`src/rtl/gcap_pkg.sv`:
```
package gcap_pkg;
  typedef enum logic [1:0] {
    CNT_HOLD  = 2'b00,
    CNT_FREE  = 2'b01,
    CNT_GATED = 2'b10,
    CNT_HOLDX = 2'b11
  } cnt_mode_e;

  typedef enum logic [1:0] {
    CPT_OFF  = 2'b00,
    CPT_FALL = 2'b01,
    CPT_RISE = 2'b10,
    CPT_BOTH = 2'b11
  } cpt_mode_e;
endpackage

```
`src/rtl/gcap_sync.sv`:
```
module gcap_sync #(
  parameter int unsigned STAGES = 2
) (
  input  logic clk_i,
  input  logic rst_ni,
  input  logic sig_i,
  output logic lvl_o,
  output logic rise_o,
  output logic fall_o
);
  logic [STAGES-1:0] sync_q;
  logic              last_q;

  always_ff @(posedge clk_i or negedge rst_ni) begin
    if (!rst_ni) begin
      sync_q <= '0;
      last_q <= 1'b0;
    end else begin
      sync_q <= {sync_q[STAGES-2:0], sig_i};
      last_q <= sync_q[STAGES-1];
    end
  end

  assign lvl_o  = sync_q[STAGES-1];
  assign rise_o = lvl_o & ~last_q;
  assign fall_o = ~lvl_o & last_q;
endmodule

```
`src/rtl/gcap_counter.sv`:
```
module gcap_counter
  import gcap_pkg::*;
#(
  parameter int unsigned CNT_W = 16
) (
  input  logic             clk_i,
  input  logic             rst_ni,
  input  logic [1:0]       mode_i,
  input  logic             pri_rise_i,
  input  logic             gate_i,
  input  logic             dir_i,
  output logic [CNT_W-1:0] cnt_o
);
  cnt_mode_e mode;
  logic      step;

  assign mode = cnt_mode_e'(mode_i);

  always_comb begin
    unique case (mode)
      CNT_FREE:  step = pri_rise_i;
      CNT_GATED: step = pri_rise_i & gate_i;
      default:   step = 1'b0;
    endcase
  end

  always_ff @(posedge clk_i or negedge rst_ni) begin
    if (!rst_ni)   cnt_o <= '0;
    else if (step) cnt_o <= dir_i ? cnt_o - 1'b1 : cnt_o + 1'b1;
  end


  hold_stable_chk: assert property (@(posedge clk_i) disable iff (!rst_ni)
    (mode_i == 2'b00 || mode_i == 2'b11) |=> $stable(cnt_o));


  gate_low_chk: assert property (@(posedge clk_i) disable iff (!rst_ni)
    (mode_i == 2'b10 && !gate_i) |=> $stable(cnt_o));
endmodule

```
`src/rtl/gcap_unit.sv`:
```
module gcap_unit
  import gcap_pkg::*;
#(
  parameter int unsigned CNT_W = 16
) (
  input  logic             clk_i,
  input  logic             rst_ni,
  input  logic [1:0]       mode_i,
  input  logic             armed_i,
  input  logic             oneshot_i,
  input  logic             rearm_i,
  input  logic             rise_i,
  input  logic             fall_i,
  input  logic [CNT_W-1:0] cnt_i,
  input  logic             flag_clr_i,
  output logic [CNT_W-1:0] cpt_o,
  output logic             flag_o,
  output logic             hit_o,
  output logic             done_o
);
  logic edge_sel;

  always_comb begin
    unique case (cpt_mode_e'(mode_i))
      CPT_FALL: edge_sel = fall_i;
      CPT_RISE: edge_sel = rise_i;
      CPT_BOTH: edge_sel = rise_i | fall_i;
      default:  edge_sel = 1'b0;
    endcase
  end

  // one-shot: a unit that already fired stays quiet until re-armed
  assign hit_o = armed_i & edge_sel & ~(oneshot_i & done_o);

  always_ff @(posedge clk_i or negedge rst_ni) begin
    if (!rst_ni) begin
      cpt_o  <= '0;
      flag_o <= 1'b0;
      done_o <= 1'b0;
    end else begin
      if (hit_o) cpt_o <= cnt_i;
      if (hit_o)           flag_o <= 1'b1;
      else if (flag_clr_i) flag_o <= 1'b0;
      if (rearm_i)    done_o <= 1'b0;
      else if (hit_o) done_o <= 1'b1;
    end
  end


  no_cpt_unarmed_chk: assert property (@(posedge clk_i) disable iff (!rst_ni)
    !armed_i |=> $stable(cpt_o));


  flag_sticky_chk: assert property (@(posedge clk_i) disable iff (!rst_ni)
    (flag_o && !flag_clr_i) |=> flag_o);


  flag_unarmed_chk: assert property (@(posedge clk_i) disable iff (!rst_ni)
    (!armed_i && !flag_o) |=> !flag_o);
endmodule

```
`src/rtl/gated_capture_timer.sv`:
```
module gated_capture_timer
  import gcap_pkg::*;
#(
  parameter int unsigned CNT_W       = 16,
  parameter int unsigned SYNC_STAGES = 2
) (
  input  logic             clk_i,
  input  logic             rst_ni,
  input  logic             pri_i,
  input  logic             sec_i,
  input  logic [1:0]       cnt_mode_i,
  input  logic             dir_i,
  input  logic [1:0]       cpt1_mode_i,
  input  logic [1:0]       cpt2_mode_i,
  input  logic             oneshot_i,
  input  logic             arm_set_i,
  input  logic             arm_clr_i,
  input  logic [1:0]       irq_en_i,
  input  logic [1:0]       flag_clr_i,
  output logic [CNT_W-1:0] cnt_o,
  output logic [CNT_W-1:0] cpt1_o,
  output logic [CNT_W-1:0] cpt2_o,
  output logic [1:0]       flag_o,
  output logic             armed_o,
  output logic             irq_o
);
  localparam int unsigned NUM_CPT = 2;

  logic sec_lvl, sec_rise, sec_fall;
  logic pri_q, pri_rise;

  logic [NUM_CPT-1:0][1:0]       mode_a;
  logic [NUM_CPT-1:0][CNT_W-1:0] cpt_a;
  logic [NUM_CPT-1:0]            hit_a, done_a, en_a;
  logic                          all_fired;

  gcap_sync #(.STAGES(SYNC_STAGES)) i_sync (
    .clk_i  (clk_i),
    .rst_ni (rst_ni),
    .sig_i  (sec_i),
    .lvl_o  (sec_lvl),
    .rise_o (sec_rise),
    .fall_o (sec_fall)
  );

  always_ff @(posedge clk_i or negedge rst_ni) begin
    if (!rst_ni) pri_q <= 1'b0;
    else         pri_q <= pri_i;
  end
  assign pri_rise = pri_i & ~pri_q;

  gcap_counter #(.CNT_W(CNT_W)) i_counter (
    .clk_i      (clk_i),
    .rst_ni     (rst_ni),
    .mode_i     (cnt_mode_i),
    .pri_rise_i (pri_rise),
    .gate_i     (sec_lvl),
    .dir_i      (dir_i),
    .cnt_o      (cnt_o)
  );

  assign mode_a = {cpt2_mode_i, cpt1_mode_i};

  for (genvar k = 0; k < NUM_CPT; k++) begin : g_cpt
    assign en_a[k] = |mode_a[k];
    gcap_unit #(.CNT_W(CNT_W)) i_unit (
      .clk_i      (clk_i),
      .rst_ni     (rst_ni),
      .mode_i     (mode_a[k]),
      .armed_i    (armed_o),
      .oneshot_i  (oneshot_i),
      .rearm_i    (arm_set_i),
      .rise_i     (sec_rise),
      .fall_i     (sec_fall),
      .cnt_i      (cnt_o),
      .flag_clr_i (flag_clr_i[k]),
      .cpt_o      (cpt_a[k]),
      .flag_o     (flag_o[k]),
      .hit_o      (hit_a[k]),
      .done_o     (done_a[k])
    );
  end

  assign cpt1_o = cpt_a[0];
  assign cpt2_o = cpt_a[1];

  // every enabled unit has fired by the end of this cycle
  assign all_fired = (|en_a) & (&((done_a | hit_a) | ~en_a));

  always_ff @(posedge clk_i or negedge rst_ni) begin
    if (!rst_ni) armed_o <= 1'b0;
    else if (arm_clr_i) armed_o <= 1'b0;
    else if (arm_set_i) armed_o <= 1'b1;
    else if (armed_o && oneshot_i && all_fired) armed_o <= 1'b0;
  end

  assign irq_o = |(flag_o & irq_en_i);


  cont_arm_hold_chk: assert property (@(posedge clk_i) disable iff (!rst_ni)
    (armed_o && !oneshot_i && !arm_clr_i) |=> armed_o);


  arm_clr_chk: assert property (@(posedge clk_i) disable iff (!rst_ni)
    arm_clr_i |=> !armed_o);


  self_clear_chk: assert property (@(posedge clk_i) disable iff (!rst_ni)
    (armed_o && !arm_clr_i && !arm_set_i && $fell(armed_o) == 1'b0 && !oneshot_i) |=> armed_o);


  irq_flag_chk: assert property (@(posedge clk_i) disable iff (!rst_ni)
    irq_o |-> (flag_o != 2'b00));
endmodule

```
`config.mk`:
```
export PLATFORM = sky130hd
export DESIGN_NAME = gated_capture_timer
export DESIGN_NICKNAME = d
export VERILOG_FILES = /design/src/rtl/gcap_pkg.sv /design/src/rtl/gcap_sync.sv /design/src/rtl/gcap_counter.sv /design/src/rtl/gcap_unit.sv /design/src/rtl/gated_capture_timer.sv
export SDC_FILE = /design/constraint.sdc
export NUM_CORES = 1
export LEC_CHECK = 0
export BUFFER_PORTS_ARGS = -buffer_cell sky130_fd_sc_hd__buf_2
export CAP_MARGIN = 20
export CORE_ASPECT_RATIO = 1.4
export CORE_MARGIN = 2
export CORE_UTILIZATION = 54
export CTS_CLUSTER_DIAMETER = 50
export DETAILED_ROUTE_END_ITERATION = 8
export PLACE_DENSITY = 0.8
export SLEW_MARGIN = 10
export SYNTH_ARGS = -nofsm -noshare
export SYNTH_HDL_FRONTEND = slang
export SYNTH_SLANG_ARGS = --single-unit
```
`constraint.sdc`:
```
create_clock -name clk_i -period 2.7 [get_ports clk_i]
set_input_delay 0.54 -clock clk_i [delete_from_list [all_inputs] [get_ports clk_i]]
set_output_delay 0.54 -clock clk_i [all_outputs]
set_load 0.05 [all_outputs]
```
==> reports/results.txt <==
Met3 routed WL = 248 µm
Wire length of the first global-routing pass = 9908 µm
Multi-input gate area = 0.001438 mm²
IO Pins = 70
DRC marker count from the first detailed-route iteration = 53
Average wire per cell in the routed design = 14.18 µm
Number of buffer and inverter stages on the critical path = 1
Deepest clock path buffer count = 2
Share of layout cells above drive strength 1 = 34.27%
Count of final setup violators = 0
Final Max Slew Viols = 0
Met1 wire length = 2366 µm
Finished Layout Cells = 422
Number of global-route vias before repair = 2219
Final sum of negative setup slack = 0 ns
Clock edge transition at the registers on the reported setup and hold paths = 0.06 ns
Clock H-tree levels = 3
Synthesized cell area = 0.002955 mm²
Initial Utilization = 56.44%
Number of synthesized flops with an enable pin = 0
CORE AREA = 0.005236 mm²
Slowest library cell on the worst path = sky130_fd_sc_hd__o21ai_0
Floorplan die area = 0.006089 mm²
Actual transition at the worst max-transition pin = 0.5476 ns
Placed cells = 406
RD Place Congestion = 0.9141
FILL cells = 415
Critical path peak fanout = 12
Required time of the critical path = 2.96 ns
Cell type group with the largest total delay on the critical path = compound AO/OA/AOI/OAI gates
Critical path's most frequent cell = sky130_fd_sc_hd__o21ai_0
Asr flop ratio synth = 100.0%
Syn Inst Count = 273
Total count of hold-check failures in the final report = 0
Horizontal die dimension = 66.53 µm
Slew margin rel. = 63.11%
Worst flop-to-flop path startpoint = i_counter.cnt_o[2]
Clock network latency to the later pin of the worst-skew pair = 0.34 ns
All-layer global routing usage = 21.59%
Total grt overflow = 0
Antenna violations before repair = 0
CTS tree = yes
Arrival time at the worst endpoint = 2.52 ns
Unique cell type count in the Yosys netlist = 46
# hold bufs at CTS = 0
Critical Path Start Type = primary input
Remaining routing DRC violations = 0
R2R depth = 7
Critical path start-end classification = in2reg
Num CTS Buffers = 9
Share of the yosys chip area belonging to registers = 48.26%
Peak per-stage delay on the critical path = 0.47 ns
Total length of routed wires = 5982 µm
Post-layout worst setup margin = 0.4381 ns
Peak Freq = 442.1 MHz
Worst R2R End = i_counter.cnt_o[10]
Outcome = completed
Post-Syn Nets = 310
Vias per inst = 5.348
Area growth from synthesis to layout = 20.87%
Gates resized, CTS repair = 0
Number of maximum-capacitance violations = 0
Crit. End Element = flop
Detailed-routing iteration count for the pre-antenna-repair pass = 4
Total number of yosys warnings = 0
Count of inserted antenna diode cells = 0
Clock skew after layout = 0.007345 ns
Largest net degree at the start of global routing = 58
Shortest period the worst path allows = 2.262 ns
Fin crit share = 83.77%
Worst slack at placement = 0.1230 ns
Cell Chain, Critical Path = buf_2 > ha_1 > nor2b_1 > o31a_2 > o21ai_0 > o21ai_0 > xnor2_1 > o21ai_0
Setup repair after global routing missed its margin = no
Cell accounting for the most synthesized area = sky130_fd_sc_hd__dfrtp_1
Clock tree root driver cell = sky130_fd_sc_hd__clkbuf_8
Mean instance size in the synthesized netlist = 10.83 µm²
Number of buffers inserted by port buffering = 69
Number of synthesized register bits = 57
Hold slack = 0.1929 ns
Setup fix buffers added after clock tree synthesis = 0
Via count = 2257
Uppermost signal routing layer after detailed routing = met4
Area taken by flip-flops and latches = 0.001426 mm²
Share of Yosys cell area claimed by the top area cell type = 48.26%
Row count = 31
Most area-consuming cells after synthesis = sky130_fd_sc_hd__dfrtp_1 48%, sky130_fd_sc_hd__mux2_2 10%, sky130_fd_sc_hd__ha_1 7.6%
Total number of clock tree sinks = 57
Minimum setup slack among reg-to-reg paths = 0.44 ns
Fin nets = 388
Most used flip-flop cell after synthesis = sky130_fd_sc_hd__dfrtp_1
Sum of net half-perimeters after detailed placement = 4455 µm
Class of the tightest hold or removal check = in2async
Y dimension of the die = 91.53 µm
Routed length on met2 = 3221 µm
Antenna-violating nets left = 0
==> Yosys cell counts (all sizes together), types with 2 or more instances <==
cell	instances
ha	18
mux2	27
buf	4
clkbuf	5
a311oi	2
nand2	30
xnor2	7
inv	11
o21a	2
a21o	6
xor2	5
o31ai	2
a211oi	3
dfrtp	57
nor2	14
nor3	2
nand3	3
a21oi	12
a21boi	4
nand3b	2
nand4	2
nor4	2
o21ai	31
nor2b	6
==> worst max path at each step <==
stage	from	end	slack, ns	cells past startpoint
floorplan	i_counter.cnt_o[1]	i_counter.cnt_o[13]	0.35	7
global placement	dir_i	i_counter.cnt_o[14]	0.17	9
detailed placement	dir_i	i_counter.cnt_o[14]	0.12	9
CTS	i_counter.cnt_o[2]	i_counter.cnt_o[10]	0.48	7
global route	i_counter.cnt_o[2]	i_counter.cnt_o[10]	0.29	7
finish	dir_i	i_counter.cnt_o[10]	0.44	8
==> metrics by stage <==
step	util [%]	instance area, µm²
after floorplan	-	2955
after global placement	64.90	3398
after detailed placement	64.90	3398
after CTS	68.22	3572
after global routing	68.22	3572
final	68.22	3572
==> placed cells by master, fill, tap and decap left out, types with 2 or more instances in the layout <==
master	instances
sky130_fd_sc_hd__dfrtp_1	57
sky130_fd_sc_hd__buf_2	69
sky130_fd_sc_hd__o21ai_0	30
sky130_fd_sc_hd__a21o_1	5
sky130_fd_sc_hd__clkinv_2	3
sky130_fd_sc_hd__buf_4	6
sky130_fd_sc_hd__xor2_1	5
sky130_fd_sc_hd__a21boi_0	4
sky130_fd_sc_hd__a311oi_1	2
sky130_fd_sc_hd__clkbuf_1	2
sky130_fd_sc_hd__a21oi_1	12
sky130_fd_sc_hd__nand4_1	2
sky130_fd_sc_hd__nand2_1	29
sky130_fd_sc_hd__a211oi_1	2
sky130_fd_sc_hd__clkbuf_8	11
sky130_fd_sc_hd__xnor2_1	7
sky130_fd_sc_hd__nor2b_1	6
sky130_fd_sc_hd__nor4_1	2
sky130_fd_sc_hd__mux2_2	27
sky130_fd_sc_hd__nor2_1	14
sky130_fd_sc_hd__o21a_1	2
sky130_fd_sc_hd__ha_1	18
sky130_fd_sc_hd__nand3_1	3
sky130_fd_sc_hd__o31ai_1	2
sky130_fd_sc_hd__nor3_1	2
sky130_fd_sc_hd__nand3b_1	2
sky130_fd_sc_hd__inv_1	11
==> cells by family after synthesis <==
group           after synthesis  share of synthesized area, %
buf+inv                      20                         3.090
xor+xnor                     12                         3.556
fa+ha+maj                    19                         8.298
simple gates                 68                         10.88
mux                          27                         10.29
compound gates               70                         15.62
flops                        57                         48.26
==> registers in the layout, summed over array words and instances (netlist names) <==
name	count
g_cpt.i_unit.flag_o	2
armed_o	1
g_cpt.i_unit.done_o	2
pri_q	1
i_counter.cnt_o	16
i_sync.last_q	1
g_cpt.i_unit.cpt_o	32
i_sync.sync_q	2
==> worst register-to-register path, cell delays in order (launching register included) <==
cell and delay (ns):
sky130_fd_sc_hd__dfrtp_1 0.43, sky130_fd_sc_hd__ha_1 0.35, sky130_fd_sc_hd__nor2b_1 0.16, sky130_fd_sc_hd__o31a_2 0.31
sky130_fd_sc_hd__o21ai_0 0.47, sky130_fd_sc_hd__o21ai_0 0.18, sky130_fd_sc_hd__xnor2_1 0.15, sky130_fd_sc_hd__o21ai_0 0.13
==> per-layer routing <==
layer | vias up | GRT usage [%]
met5 | - | 0
met4 | 0 | 11.39
met3 | 13 | 5.204
met2 | 52 | 38.00
met1 | 1064 | 23.03
li1 | 1128 | -
==> final cells by class <==
type | count | share of cell area, %
clock buffer | 13 | 4.448
clock inverter | 3 | 0.4203
inverter | 11 | 1.156
multi-input combinational | 196 | 40.25
sequential | 57 | 39.93
tap | 66 | 2.312
timing repair buffer | 76 | 11.49
Power is not shown: default switching activity piles up to over one toggle a cycle in this logic, so the estimate is an artifact.
